`config.mk`:
```
export PLATFORM = sky130hd
export DESIGN_NAME = uart_pkt_assembler
export DESIGN_NICKNAME = d
export VERILOG_FILES = /design/src/rtl/uart_pkt_pkg.sv /design/src/rtl/pkt_term_detect.sv /design/src/rtl/pkt_word_counter.sv /design/src/rtl/pkt_out_stage.sv /design/src/rtl/uart_pkt_assembler.sv
export SDC_FILE = /design/constraint.sdc
export NUM_CORES = 1
export LEC_CHECK = 0
export BUFFER_PORTS_ARGS = -buffer_cell sky130_fd_sc_hd__buf_4
export CAP_MARGIN = 15
export CORE_ASPECT_RATIO = 1.75
export CORE_UTILIZATION = 51
export CTS_BUF_LIST = sky130_fd_sc_hd__clkbuf_8
export CTS_CLUSTER_DIAMETER = 150
export CTS_CLUSTER_SIZE = 20
export DETAILED_ROUTE_END_ITERATION = 6
export GPL_TIMING_DRIVEN = 0
export PLACE_DENSITY_LB_ADDON = 0.05
export SLEW_MARGIN = 10
export SYNTH_ARGS = -nofsm -noshare
export SYNTH_HDL_FRONTEND = slang
export SYNTH_SLANG_ARGS = --single-unit
```
`constraint.sdc`:
```
create_clock -name clk -period 2.8 [get_ports clk]
set_clock_uncertainty 0.05 [all_clocks]
set_input_delay 0.14 -clock clk [delete_from_list [all_inputs] [get_ports clk]]
set_output_delay 0.14 -clock clk [all_outputs]
set_load 0.03 [all_outputs]
```
`src/rtl/uart_pkt_pkg.sv`:
```
package uart_pkt_pkg;
  typedef struct packed {
    logic first;
    logic last;
  } pkt_mark_t;
endpackage

```
`src/rtl/pkt_term_detect.sv`:
```
module pkt_term_detect #(
  parameter int DATA_W = 9,
  parameter int LEN_W  = 8
) (
  input  logic [DATA_W-1:0] word,
  input  logic              delim_en,
  input  logic [DATA_W-1:0] delim_value,
  input  logic              len_en,
  input  logic [LEN_W-1:0]  len_max,
  input  logic [LEN_W-1:0]  count,
  output logic              marking,
  output logic              close
);
  localparam int CW = LEN_W + 1;
  logic [CW-1:0] next_count;
  logic          len_active;
  logic          hit_delim;
  logic          hit_len;

  always_comb begin
    len_active = len_en && (len_max != '0);
    next_count = {1'b0, count} + CW'(1);
    hit_delim  = delim_en && (word == delim_value);
    hit_len    = len_active && (next_count == {1'b0, len_max});
    marking    = delim_en || len_active;
    close      = hit_delim || hit_len;
  end
endmodule

```
`src/rtl/pkt_word_counter.sv`:
```
module pkt_word_counter #(
  parameter int LEN_W = 8
) (
  input  logic             clk,
  input  logic             rst,
  input  logic             clr,
  input  logic             step,
  input  logic             close,
  output logic [LEN_W-1:0] count,
  output logic             in_pkt
);
  localparam logic [LEN_W-1:0] CNT_MAX = '1;

  always_ff @(posedge clk) begin
    if (rst || clr) begin
      count  <= '0;
      in_pkt <= 1'b0;
    end else if (step) begin
      if (close) begin
        count  <= '0;
        in_pkt <= 1'b0;
      end else begin
        in_pkt <= 1'b1;
        if (count != CNT_MAX) count <= count + LEN_W'(1);
      end
    end
  end
endmodule

```
`src/rtl/pkt_out_stage.sv`:
```
module pkt_out_stage
  import uart_pkt_pkg::*;
#(
  parameter int DATA_W = 9
) (
  input  logic              clk,
  input  logic              rst,
  input  logic              take,
  input  logic [DATA_W-1:0] word,
  input  pkt_mark_t         mark,
  output logic              out_valid,
  output logic [DATA_W-1:0] out_data,
  output logic              out_first,
  output logic              out_last,
  output logic              pkt_done
);
  always_ff @(posedge clk) begin
    if (rst) begin
      out_valid <= 1'b0;
      out_data  <= '0;
      out_first <= 1'b0;
      out_last  <= 1'b0;
      pkt_done  <= 1'b0;
    end else begin
      out_valid <= take;
      pkt_done  <= take && mark.last;
      if (take) begin
        out_data  <= word;
        out_first <= mark.first;
        out_last  <= mark.last;
      end else begin
        out_first <= 1'b0;
        out_last  <= 1'b0;
      end
    end
  end
endmodule

```
`src/rtl/uart_pkt_assembler.sv`:
```
module uart_pkt_assembler
  import uart_pkt_pkg::*;
#(
  parameter int DATA_W = 9,
  parameter int LEN_W  = 8
) (
  input  logic              clk,
  input  logic              rst,
  input  logic              clr,
  input  logic              in_valid,
  input  logic [DATA_W-1:0] in_data,
  input  logic              delim_en,
  input  logic [DATA_W-1:0] delim_value,
  input  logic              len_en,
  input  logic [LEN_W-1:0]  len_max,
  output logic              out_valid,
  output logic [DATA_W-1:0] out_data,
  output logic              out_first,
  output logic              out_last,
  output logic              pkt_done
);
  logic             take;
  logic             marking;
  logic             close;
  logic             in_pkt;
  logic [LEN_W-1:0] count;
  pkt_mark_t        mark;

  assign take = in_valid && !clr;

  pkt_term_detect #(.DATA_W(DATA_W), .LEN_W(LEN_W)) u_detect (
    .word(in_data), .delim_en(delim_en), .delim_value(delim_value),
    .len_en(len_en), .len_max(len_max), .count(count),
    .marking(marking), .close(close)
  );

  pkt_word_counter #(.LEN_W(LEN_W)) u_count (
    .clk(clk), .rst(rst), .clr(clr), .step(take && marking),
    .close(close), .count(count), .in_pkt(in_pkt)
  );

  always_comb begin
    mark.first = marking && !in_pkt;
    mark.last  = marking && close;
  end

  pkt_out_stage #(.DATA_W(DATA_W)) u_out (
    .clk(clk), .rst(rst), .take(take), .word(in_data), .mark(mark),
    .out_valid(out_valid), .out_data(out_data), .out_first(out_first),
    .out_last(out_last), .pkt_done(pkt_done)
  );
endmodule

```
==> impl_results.md <==
- Status: completed
- Crit-path max FO: 10
- Max_cap viols: 0
- Mapped Area: 0.00131 mm2
- Most instantiated library cell after synthesis: nand2_1
- Pleak: slightly below 0.7 nW
- Hold path depth: 2
- Final Hold Vio Count: 0
- Share of cells above drive strength 1: 30.6%
- Synth top area share: 33.6%
- Clock edge transition at the registers on the reported setup and hold paths: 0.08 ns
- Combinational power share: 18.3%
- R2r worst-path depth: 8
- Die width: between 40 and 50 um
- Initial antenna violation count: 0
- Vias: ~1.4k
- Synth warnings: 0
- Worst path cell trace: ha_1, nor3b_1, o21a_1, o31ai_1, or4_4, nor3_4, a2111oi_0, a21o_1
- Area grow syn2layout: 31.8%
- Synth cell count leaders: 26 x nand2_1, 22 x dfxtp_1, 15 x xnor2_1
- Primary FF master, synth: dfxtp_1
- CTS resizes: 0
- TritonCTS clock tree: done
- Vias in the first global route: 1351
- Distinct cell type count after synthesis: 43
- Number of top-level pins: 45
- Stages on worst setup path: 8
- CP startpoint kind: register
- Sw Ratio: 24.7%
- Register-to-register path setup slack: about 0.19 ns
- Post-CTS Setup Bufs: 0
- Pint: between 0.5 and 0.6 mW
- Worst Tran Pin Value: 0.586 ns
- Part of the power in the clock network: between 30% and 40%
- Setup ws final: 0.191 ns
- Hold_buf cts: 0
- Core ar.: 0.00246 mm2
- Crit path DAT: between 2 and 3 ns
- Starting Density: ~53%
- Critical Path Sink Type: register
- Fmax: 0.383 GHz
- IO Port Bufs: 44
- Antenna diodes: 0
- Util after Layout: approximately 70%
- HP Class: in -> reg
- Crit path time final: 2.61 ns
- Worst path max stage delay: 0.45 ns
- Synthesized instance count: 161
- Final cell count without fillers: 235
- Die area: 0.00279 mm2
- Hpwl dp: 2650 um
- Final setup vio count: 0
- Period Utilization, post-route: roughly 93%
- Post-Place Cell Area: 0.00168 mm2
- Reg2Reg Launch Point: u_count.count[0]
- EDFF count, synth: 0
- Synth top area cells: dfxtp_1 34%, xnor2_1 10%, nand2_1 7.4%
- Post-synthesis sequential area ratio: 33.6%
- Residual DRC count: 0
- Total power per unit cell area: 390 mW/mm2
- Final net count: 243
- Critical Path RT: approximately 2.9 ns
- Ys async rst share: 0%
- H-tree Lvls: 1
- Slowest CP cell: dfxtp_1
- Flops & latches, synth: 22
- CTS Sinks: 22
- Switch Pwr: 0.167 mW
- FP Rows: 24
- Clock Latency Late Sink: about 0.26 ns
- Place WS: roughly 0.24 ns
- CTS buffer count: 3
- Cells after DPL: 231
- Sum Neg Setup Slack: 0 ns
- Tot Pwr: 0.675 mW
- First-pass GRT wire length: 5200 um
- Final Max Tran Viols: 0
- Setup Crit Path Kind: reg -> reg
- Hold WS: around 0.04 ns
- Chip height: 69.1 um
- Wirelength per Cell: 14.0 um
- Worst IR drop on VDD: about 0.32 mV
- Max-slew headroom at the worst pin: a little over 60%
- GRT Util Overall: 26.1%
- Routed Antenna Nets: 0
- Post-route cell area: 0.00173 mm2
- Avg Cell Area, Syn: 8.15 um2
- Syn Nets: 194
- Total grt overflow: 0
- Cell family contributing the most delay on the critical path: simple AND/OR/NAND/NOR gates
- Routed vias/inst: between 5 and 6
- Post-synth top area cell: dfxtp_1
- GPL Wtd Cong: ~0.74
- Sequential Power Share: roughly half
- Root buf cell: clkbuf_8
- Worst setup path start: u_count.count[0]
- RSZ-0062 raised after global routing: false
- Drt pass-1 iters: 4
- CTS Buffer Depth: 2
- Hold path startpoint: rst
- Final wirelength: 3290 um
- Largest net degree at the start of global routing: 13
- Starting DRC count in detailed routing: 33
- Buffers plus inverters on the worst setup path: 0
## sequential cells by signal, indices dropped and copies added, names as in the netlist
name and count:
u_out.pkt_done 1, u_count.count 8, u_count.in_pkt 1, u_out.out_first 1, u_out.out_last 1, u_out.out_data 9
u_out.out_valid 1
## placed cells by master (no fill, tap or decap), types with 4 or more instances in the layout
cell type / count
buf_4: 44
nand2_1: 26
dfxtp_1: 22
xnor2_1: 15
a21oi_1: 13
nor2_1: 9
o21ai_0: 7
clkbuf_1: 6
clkbuf_8: 5
nand3_1: 4
a211oi_1: 4
## cell families after synthesis
family          after synthesis  synth area share (%)
compound gates               39                  19.3
flops                        22                  33.6
buf+inv                       8                  3.05
xor+xnor                     18                  12.0
simple gates                 73                  31.2
fa+ha+maj                     1                 0.953
## layout make-up
class | count | area, um2
multi-input combinational | 131 | 832
inverter | 1 | 3.75
timing repair buffer | 44 | 330
clock buffer | 4 | 55.1
fill | 219 | 732
tap | 26 | 32.5
buffer | 7 | 36.3
sequential | 22 | 440
## power by group through the flow
stage,clock network [mW],logic [mW],registers [mW]
floorplan,0,0.0480,0.346
global placement,0,0.121,0.332
detailed placement,0,0.124,0.332
CTS,0.229,0.125,0.325
global route,0.242,0.135,0.326
finish,0.226,0.124,0.325
## routing by layer
layer / vias to the layer above / share of wire, % / wire length (um) / track usage, %
li1: 671 / - / - / -
met1: 642 / 36 / 1190 / 23.7
met2: 45 / 57 / 1880 / 49.4
met3: 7 / 4.6 / 151 / 2.25
met4: 0 / 2.2 / 73 / 13.0
met5: - / 0 / 0 / 0
## final timing paths
check | endpoint
setup / recovery | u_count.count[6]
hold / removal | u_out.out_valid
setup reg to reg | u_count.count[6]
hold reg to reg | u_out.out_first
(Power assumes the default switching activity.)
